## src/rtl/afe_cmd_pkg.sv

```systemverilog
package afe_cmd_pkg;
  localparam int NUM_CH = 8;
  localparam int CH_W   = $clog2(NUM_CH);

  localparam logic [7:0] SA_NOP    = 8'h00;
  localparam logic [7:0] SA_RESET  = 8'h01;
  localparam logic [7:0] SA_ID     = 8'h02;
  localparam logic [7:0] SA_VER    = 8'h03;
  localparam logic [7:0] SA_WAKE   = 8'h04;
  localparam logic [7:0] SA_SLEEP  = 8'h05;
  localparam logic [7:0] SA_GAIN   = 8'h06;
  localparam logic [7:0] SA_LDO    = 8'h07;
  localparam logic [7:0] SA_SENSE  = 8'h08;
  localparam logic [7:0] OFS_SHIFT = 8'h10;

  localparam logic [15:0] ID_WORD = 16'h8910;
  localparam logic [3:0]  HW_REV  = 4'h0;
  localparam logic [7:0]  SW_REV  = 8'h01;

  // channel-select sub-address per channel index (irregular spacing)
  function automatic logic [7:0] chan_code(input int unsigned idx);
    case (idx)
      0: chan_code = 8'h10;
      1: chan_code = 8'h12;
      2: chan_code = 8'h14;
      3: chan_code = 8'h15;
      4: chan_code = 8'h18;
      5: chan_code = 8'h1A;
      6: chan_code = 8'h1C;
      7: chan_code = 8'h1E;
      default: chan_code = 8'hFF;
    endcase
  endfunction

  function automatic logic [7:0] ofs_code_addr(input int unsigned idx);
    ofs_code_addr = chan_code(idx) + OFS_SHIFT;
  endfunction

  typedef enum logic [3:0] {
    OP_NONE, OP_RESET, OP_WAKE, OP_SLEEP, OP_GAIN,
    OP_LDO, OP_SENSE, OP_CHAN, OP_OFS
  } op_e;

  typedef struct packed {
    op_e             op;
    logic [CH_W-1:0] idx;
  } cmd_t;
endpackage

```

## src/rtl/afe_cmd_decode.sv

```systemverilog
module afe_cmd_decode
  import afe_cmd_pkg::*;
(
  input  logic       cmd_fire,
  input  logic [7:0] cmd_addr,
  input  logic       asleep,
  output cmd_t       dec
);
  logic [NUM_CH-1:0] hit_sel;
  logic [NUM_CH-1:0] hit_ofs;
  cmd_t              raw;

  generate
    for (genvar g = 0; g < NUM_CH; g++) begin : g_match
      assign hit_sel[g] = (cmd_addr == chan_code(g));
      assign hit_ofs[g] = (cmd_addr == ofs_code_addr(g));
    end
  endgenerate

  always_comb begin
    raw.op  = OP_NONE;
    raw.idx = '0;
    case (cmd_addr)
      SA_RESET: raw.op = OP_RESET;
      SA_WAKE:  raw.op = OP_WAKE;
      SA_SLEEP: raw.op = OP_SLEEP;
      SA_GAIN:  raw.op = OP_GAIN;
      SA_LDO:   raw.op = OP_LDO;
      SA_SENSE: raw.op = OP_SENSE;
      default:  raw.op = OP_NONE;
    endcase
    for (int i = 0; i < NUM_CH; i++) begin
      if (hit_sel[i]) begin
        raw.op  = OP_CHAN;
        raw.idx = CH_W'(i);
      end
      if (hit_ofs[i]) begin
        raw.op  = OP_OFS;
        raw.idx = CH_W'(i);
      end
    end
  end

  // sleep filter: only wake and regulator settings pass
  always_comb begin
    dec = raw;
    if (!cmd_fire)
      dec.op = OP_NONE;
    else if (asleep && raw.op != OP_WAKE && raw.op != OP_LDO)
      dec.op = OP_NONE;
  end
endmodule

```

## src/rtl/afe_mode_fsm.sv

```systemverilog
module afe_mode_fsm
  import afe_cmd_pkg::*;
(
  input  logic clk,
  input  logic rst_n,
  input  op_e  op,
  output logic asleep,
  output logic sense_on
);
  typedef enum logic {MODE_RUN, MODE_NAP} mode_e;

  mode_e mode_q, mode_d;
  logic  sense_q, sense_d;

  always_comb begin
    mode_d  = mode_q;
    sense_d = sense_q;
    case (op)
      OP_RESET: begin
        mode_d  = MODE_RUN;
        sense_d = 1'b0;
      end
      OP_SLEEP: mode_d  = MODE_NAP;
      OP_WAKE:  mode_d  = MODE_RUN;
      OP_SENSE: sense_d = 1'b1;
      OP_CHAN:  sense_d = 1'b0;
      default: ;
    endcase
  end

  always_ff @(posedge clk or negedge rst_n) begin
    if (!rst_n) begin
      mode_q  <= MODE_RUN;
      sense_q <= 1'b0;
    end else begin
      mode_q  <= mode_d;
      sense_q <= sense_d;
    end
  end

  assign asleep   = (mode_q == MODE_NAP);
  assign sense_on = sense_q;
endmodule

```

## src/rtl/afe_offset_bank.sv

```systemverilog
module afe_offset_bank #(
  parameter int NUM_CH = 8,
  parameter int OFS_W  = 11,
  localparam int CH_W  = $clog2(NUM_CH)
) (
  input  logic             clk,
  input  logic             rst_n,
  input  logic             clear,
  input  logic             wr_en,
  input  logic [CH_W-1:0]  wr_idx,
  input  logic [OFS_W-1:0] wr_code,
  input  logic [CH_W-1:0]  act_idx,
  input  logic [CH_W-1:0]  rd_idx,
  output logic [OFS_W-1:0] act_code,
  output logic [OFS_W-1:0] rd_code
);
  logic [OFS_W-1:0] slot [NUM_CH];

  generate
    for (genvar g = 0; g < NUM_CH; g++) begin : g_slot
      logic [OFS_W-1:0] q;
      always_ff @(posedge clk or negedge rst_n) begin
        if (!rst_n)
          q <= '0;
        else if (clear)
          q <= '0;
        else if (wr_en && wr_idx == CH_W'(g))
          q <= wr_code;
      end
      assign slot[g] = q;
    end
  endgenerate

  assign act_code = slot[act_idx];
  assign rd_code  = slot[rd_idx];
endmodule

```

## src/rtl/afe_cmd_ctrl.sv

```systemverilog
module afe_cmd_ctrl
  import afe_cmd_pkg::*;
#(
  parameter int DATA_W = 16,
  parameter int OFS_W  = 11,
  parameter int GAIN_W = 3
) (
  input  logic              clk,
  input  logic              rst_n,
  input  logic              cmd_valid,
  output logic              cmd_ready,
  input  logic [7:0]        cmd_addr,
  input  logic [DATA_W-1:0] cmd_data,
  input  logic [7:0]        rd_addr,
  output logic [DATA_W-1:0] rd_data,
  output logic [CH_W-1:0]   ch_sel,
  output logic [GAIN_W-1:0] gain_code,
  output logic [OFS_W-1:0]  ofs_code,
  output logic              ldo_sel,
  output logic              ldo_en,
  output logic              sense_sel,
  output logic              pwr_down
);
  localparam int LDO_W = 2;

  cmd_t              dec;
  logic              asleep;
  logic              sense_on;
  logic [GAIN_W-1:0] gain_q;
  logic [LDO_W-1:0]  ldo_q;
  logic [CH_W-1:0]   ch_q;
  logic [CH_W-1:0]   rd_idx;
  logic              rd_is_ofs;
  logic [OFS_W-1:0]  rd_ofs;

  assign cmd_ready = 1'b1;

  afe_cmd_decode i_decode (
    .cmd_fire (cmd_valid & cmd_ready),
    .cmd_addr (cmd_addr),
    .asleep   (asleep),
    .dec      (dec)
  );

  afe_mode_fsm i_mode (
    .clk      (clk),
    .rst_n    (rst_n),
    .op       (dec.op),
    .asleep   (asleep),
    .sense_on (sense_on)
  );

  always_ff @(posedge clk or negedge rst_n) begin
    if (!rst_n) begin
      gain_q <= '0;
      ldo_q  <= '0;
      ch_q   <= '0;
    end else begin
      case (dec.op)
        OP_RESET: begin
          gain_q <= '0;
          ldo_q  <= '0;
          ch_q   <= '0;
        end
        OP_GAIN: gain_q <= cmd_data[GAIN_W-1:0];
        OP_LDO:  ldo_q  <= cmd_data[LDO_W-1:0];
        OP_CHAN: ch_q   <= dec.idx;
        default: ;
      endcase
    end
  end

  afe_offset_bank #(.NUM_CH(NUM_CH), .OFS_W(OFS_W)) i_bank (
    .clk      (clk),
    .rst_n    (rst_n),
    .clear    (dec.op == OP_RESET),
    .wr_en    (dec.op == OP_OFS),
    .wr_idx   (dec.idx),
    .wr_code  (cmd_data[OFS_W-1:0]),
    .act_idx  (ch_q),
    .rd_idx   (rd_idx),
    .act_code (ofs_code),
    .rd_code  (rd_ofs)
  );

  always_comb begin
    rd_idx    = '0;
    rd_is_ofs = 1'b0;
    for (int i = 0; i < NUM_CH; i++) begin
      if (rd_addr == ofs_code_addr(i)) begin
        rd_idx    = CH_W'(i);
        rd_is_ofs = 1'b1;
      end
    end
  end

  always_comb begin
    rd_data = '0;
    if (rd_is_ofs)
      rd_data = DATA_W'(rd_ofs);
    else begin
      case (rd_addr)
        SA_ID:   rd_data = DATA_W'(ID_WORD);
        SA_VER:  rd_data = DATA_W'({4'h0, HW_REV, SW_REV});
        SA_GAIN: rd_data = DATA_W'(gain_q);
        SA_LDO:  rd_data = DATA_W'(ldo_q);
        default: rd_data = '0;
      endcase
    end
  end

  assign ch_sel    = ch_q;
  assign gain_code = gain_q;
  assign ldo_sel   = ldo_q[0];
  assign ldo_en    = !asleep || !ldo_q[1];
  assign sense_sel = sense_on;
  assign pwr_down  = asleep;
endmodule

```

## config.mk

```make
export PLATFORM = sky130hd
export DESIGN_NAME = afe_cmd_ctrl
export DESIGN_NICKNAME = d
export VERILOG_FILES = /design/src/rtl/afe_cmd_pkg.sv /design/src/rtl/afe_cmd_decode.sv /design/src/rtl/afe_mode_fsm.sv /design/src/rtl/afe_offset_bank.sv /design/src/rtl/afe_cmd_ctrl.sv
export SDC_FILE = /design/constraint.sdc
export NUM_CORES = 1
export LEC_CHECK = 0
export CAP_MARGIN = 20
export CORE_MARGIN = 8
export CORE_UTILIZATION = 51
export CTS_CLUSTER_SIZE = 30
export DETAILED_ROUTE_END_ITERATION = 16
export PLACE_DENSITY = 0.77
export SLEW_MARGIN = 20
export SYNTH_ARGS = -nofsm -noshare
export SYNTH_HDL_FRONTEND = slang
export SYNTH_SLANG_ARGS = --single-unit
```

## constraint.sdc

```tcl
create_clock -name clk -period 3.1 [get_ports clk]
set_input_delay 0.62 -clock clk [delete_from_list [all_inputs] [get_ports clk]]
set_output_delay 0.62 -clock clk [all_outputs]
set_load 0.01 [all_outputs]
```

# After elaboration in Yosys (flattened, before gate mapping)
# Cells that the tools add are included.
[totals]
register_bits = 98
output_inout_bits = 38
[classes]
magnitude_cmp = 2
eq_ne = 51
muxes = 63
n_bitwise = 2
reduce_logical = 29
[op_table]
columns = ["operator", "n"]
rows = [
  ["$mux 11", 20],
  ["$eq 8x6->1 const B", 16],
  ["$mux 7", 15],
  ["$bmux 11 s3", 2],
  ["$eq 8x5->1 const B", 8],
  ["$pmux 16 s4", 1],
  ["$eq 8x3->1 const B", 6],
  ["$reduce_bool 2->1", 13],
  ["$mux 3", 6],
  ["$pmux 3 s6", 1],
  ["$eq 4x3->1 const B", 4],
  ["$eq 8x2->1 const B", 2],
  ["$mux 16", 1],
  ["$eq 3x3->1 const B", 4],
  ["$pmux 3 s2", 2],
  ["$logic_and 1x1->1", 10],
  ["$mux 1", 9],
  ["$eq 4x2->1 const B", 2],
  ["$eq 8x1->1 const B", 1],
  ["$eq 8x4->1 const B", 1],
  ["$ge 4x4->1 const B", 2],
  ["$mux 4", 2],
  ["$not 3->4", 2],
  ["$eq 3x2->1 const B", 2],
  ["other kinds (12)", 15],
]

# Depth between registers and ports, before layout
[logic_depth]
word_depth = 27
ltp_mapped = 8

# Modules after synthesis
# A second synthesis with hierarchy kept.
[hier_totals]
cells_unflattened = 629
hier_area_um2 = 6306.0
[by_module_without_submodules]
columns = ["mod", "n_inst", "cells_per_inst", "area_per_inst_um2", "seq_area_each_um2"]
rows = [
  ["afe_offset_bank", 1, 485, 5154.9, 2202.1],
  ["afe_cmd_ctrl", 1, 89, 750.7, 200.2],
  ["afe_cmd_decode", 1, 44, 291.5, 0.0],
  ["afe_mode_fsm", 1, 11, 108.9, 50.0],
]

# Least setup slack after synthesis
# OpenSTA, ideal clock, no wires.
[synth_timing]
kind = "input port to output port"
startpoint = "input rd_addr[0]"
endpoint = "output rd_data[5]"
arrival_time_ns = 2.410
required_ns = 2.480
slack_ns = 0.070
path_stages = 7
n_path_buf = 3
cell_sequence = "buf_2 mux2i_1 and3_1 clkbuf_1 buf_4 mux4_2 a22o_1"
[synth_between]
elab_chain_cells = 13
[synth_rtl]
columns = ["item", "line", "source"]
rows = [
  ["from (decl)", "afe_cmd_ctrl.sv:14", "input logic [7:0] rd_addr,"],
  ["$eq 8x6->1", "afe_cmd_ctrl.sv:90", "if (rd_addr == ofs_code_addr(i)) begin"],
  ["$mux 1", "afe_cmd_ctrl.sv:90", ""],
  ["$mux 3 (6 in a row)", "afe_cmd_ctrl.sv:90", ""],
  ["$not 3->4 (implied by the code)", "afe_offset_bank.sv:35", "assign rd_code = slot[rd_idx];"],
  ["$bmux 11 s3", "afe_offset_bank.sv:35", ""],
  ["$mux 11 (implied by the code) (2 in a row)", "afe_offset_bank.sv:35", ""],
  ["$mux 16 *", "afe_cmd_ctrl.sv:99", "if (rd_is_ofs)"],
  ["to (decl)", "afe_cmd_ctrl.sv:15", "output logic [DATA_W-1:0] rd_data,"],
]
# Mark *: on every way between the ends. The rest lies on a longest branch, timed or not. The select of a mux whose other input is x is not followed.

# Worst setup path in the final report
[layout_timing]
startpoint = "input rd_addr[7]"
endpoint = "output rd_data[1]"
# The elaborated chain is that of the path after synthesis.

==> results_dict.tcl <==
set metrics [dict create \
    crit_buf_inv 2 \
    gp_congestion 0.921 \
    synth_xor_area_share_pct 0.281 \
    layout_common_cells "dfrtp_1, nor2_1, mux2i_1, nand2_1, buf_4" \
    grt-busiest-layer "met2" \
    critical_path_class "in -> out" \
    grt_pass1_wl_um 30500 \
    p_leak_nw 3.69 \
    async_flop_share_pct 100 \
    final_common_cell "dfrtp_1" \
    yosys.area_share.adder_pct 0 \
    sw_frac_of_total_pct 24.2 \
    clkTransAtPathRegs_ps 60 \
    yosysWarnings 0 \
    max_cap_violations 0 \
    power_frac_seq_pct 45.9 \
    clock_latency_ps 350 \
    dr.pass1.iters 5 \
    syn_avg_cell_area_um2 10.0 \
    h-tree-depth 3 \
    crit_path_cell_trace "buf_8 -> nor4b_4 -> and3_4 -> mux4_2 -> a2111o_1 -> buf_2" \
    start_kind "input pin" \
    cp.required_ps 2480 \
    placed_area_um2 7240 \
    fmax_mhz 327 \
    synth-simple-area-share_pct 17.0 \
    drt_iter0_drc 484 \
    use_met2_pct 38.8 \
    ys_types 65 \
    io_pins 73 \
    peakVddDrop_uv 359 \
    area_growth_syn_to_layout_pct 22.6 \
    finalClockSkew_ps 7.46 \
    ant_nets 0 \
    synth_top_family_by_area "multiplexers" \
    rsz0062_at_grt "no" \
    dp.cells 823 \
    synth_compound_area_share_pct 12.1 \
    hold_path_class "in -> async" \
    rrSetupSlack_ps 1380 \
    crit_fanout 4 \
    stdcell_area_um2 7650 \
    nets 731 \
    synthCells 622 \
    n_antenna_cell 0 \
    placementRows 40 \
    p_int_w 0.00214 \
    dr_total_vias 5488 \
    critPathSlowestCell "mux4_2" \
    grt_max_degree 89 \
    clock_sinks 98 \
    synthMuxAreaShare_pct 25.2 \
    initial_core_util_pct 52.2 \
    antenna_found_initial 0 \
    track_usage_pct 24.0 \
    outcome "completed" \
    core_um2 12000 \
    synth_area_um2 6240 \
    routed_wl_um 18800 \
    post-route-period-util_pct 98.5 \
    relSlewSlack_pct 51.1 \
    fin_util_pct 64.0 \
    die_y_um 127 \
    setup-violations-final 0 \
    synth_edf_count 0 \
    netSwitchingPower_w 0.000683 \
    min_period_ps 3050 \
    dieArea_um2 16000 \
    cts_buffers 9 \
    drv_slew 0 \
    pwr-share-comb_pct 11.4 \
    met3_usage_pct 6.33 \
    io_buffers 63 \
    worstReg2RegStart "i_mode.asleep" \
    instances_no_fill 848 \
    reg2reg_depth 7 \
    grt-ovfl-total 0 \
    slowest_delay_ps 530 \
    drive_gt1_share_pct 23.7 \
    worstMarginPinSlew_ps 733 \
    avgViaCountPerCell 6.47 \
    cp_data_arrival_time_ps 2430 \
    grt_pass1_vias 5802 \
    r2r_end "i_bank.g_slot[4].q[7]" \
    routedWlPerCell_um 22.2 \
    report.final.hold_viol_count 0 \
    met1_usage_pct 28.7 \
    ys.flop_type "dfrtp_1" \
    ys_seq_elements 98 \
    root_buffer "clkbuf_16" \
    drc 0 \
    fp.dieW_um 127 \
    worstSetupEndpointType "primary output" \
    crit_family "simple AND/OR/NAND/NOR gates" \
    cts.path.max_buffers 2 \
    dp_hpwl_um 12400 \
    power.share.clock_pct 42.7 \
    yosysSeqAreaShare_pct 39.3 \
    cts_tree "yes" \
    p_per_area_nw_per_um2 369 \
]
metrics by stage:
| stage | hold WS [ps] | setup slack (ps) | TNS (ps) | power (W) |
|---|---|---|---|---|
| floorplan | 324 | 69.7 | 0 | 0.00148 |
| global placement | 517 | -769 | -7980 | 0.00162 |
| detailed placement | 535 | -795 | -8500 | 0.00162 |
| CTS | 339 | -6.37 | -12.9 | 0.00284 |
| global route | 366 | 0.856 | 0 | 0.00291 |
| finish | 312 | 45.7 | 0 | 0.00282 |
cells by family (layout without fill, tap and decap cells):
| group | count (synthesis) | count (layout) |
|---|---|---|
| other | 2 | 4 |
| AND/OR/NAND/NOR | 218 | 218 |
| AO/OA/AOI/OAI | 108 | 108 |
| XOR/XNOR | 2 | 2 |
| buffers and inverters | 82 | 159 |
| flip-flops | 98 | 98 |
| multiplexers | 112 | 112 |
cell type report:
class	instances	area (um2)
multi-input combinational	444	3480
fill	934	4310
timing repair buffer	129	1160
inverter	14	52.6
sequential	98	2450
clock inverter	5	85.1
clock buffer	11	233
tap	147	184
state kept, by name, summed over array words and instances (netlist names):
register and flops:
ch_sel 3, gain_code 3, i_bank.g_slot.q 88, i_mode.asleep 1
i_mode.sense_on 1, ldo_q 2
synthesized netlist by cell type (all sizes together) (2+ instances only):
master | n | area [um2]
a2111o | 2 | 22.5
a2111oi | 2 | 36.3
a211oi | 2 | 27.5
a21bo | 6 | 60.1
a21boi | 4 | 30.0
a21o | 2 | 15.0
a21oi | 32 | 160
a22o | 6 | 52.6
and2 | 3 | 18.8
buf | 30 | 184
clkbuf | 38 | 143
conb | 2 | 7.51
dfrtp | 98 | 2450
inv | 14 | 52.6
mux2 | 4 | 45.0
mux2i | 72 | 721
mux4 | 36 | 811
nand2 | 59 | 224
nand2b | 5 | 31.3
nand3 | 38 | 190
nand4 | 10 | 68.8
nor2 | 75 | 284
nor2b | 3 | 18.8
nor3 | 3 | 15.0
nor3b | 2 | 15.0
nor4 | 2 | 27.5
nor4b | 2 | 32.5
nor4bb | 2 | 20.0
o211ai | 4 | 30.0
o21ai | 25 | 125
o221ai | 3 | 26.3
o31ai | 5 | 37.5
o41ai | 4 | 35.0
or3 | 6 | 37.5
or4b | 2 | 27.5
xnor2 | 2 | 17.5
routing by layer:
metal / vias to the layer above / wire, um
met5: - / 0
met4: 0 / 799
met3: 67 / 1800
met2: 301 / 8930
met1: 2724 / 7310
li1: 2396 / -
worst max path at each step:
| stage | startpoint | endpoint | slack, ps | depth (start not counted) |
|---|---|---|---|---|
| CTS | rd_addr[6] | rd_data[5] | -6 | 8 |
| floorplan | rd_addr[0] | rd_data[5] | 70 | 7 |
| detailed placement | rd_addr[4] | rd_data[8] | -790 | 7 |
| global route | rd_addr[7] | rd_data[7] | 0.9 | 7 |
| global placement | rd_addr[4] | rd_data[8] | -770 | 7 |
| finish | rd_addr[7] | rd_data[1] | 50 | 6 |
repair_timing:
action	CTS	global route
hold buffers	0	0
buffers inserted	9	1
gates resized for setup	89	9
cloned	2	0
pin swaps	15	8
setup endpoints to repair	13	11
endpoints found under the hold margin	0	0
power by group through the flow:
stage | clock [W] | sequential (W) | combinational [W]
after global routing | 0.00127 | 0.00130 | 0.000342
after floorplan | 0 | 0.00132 | 0.000157
final | 0.00121 | 0.00130 | 0.000320
after detailed placement | 0 | 0.00132 | 0.000304
after CTS | 0.00123 | 0.00130 | 0.000319
after global placement | 0 | 0.00132 | 0.000297
No activity file was read; power rests on OpenSTA's default activity.
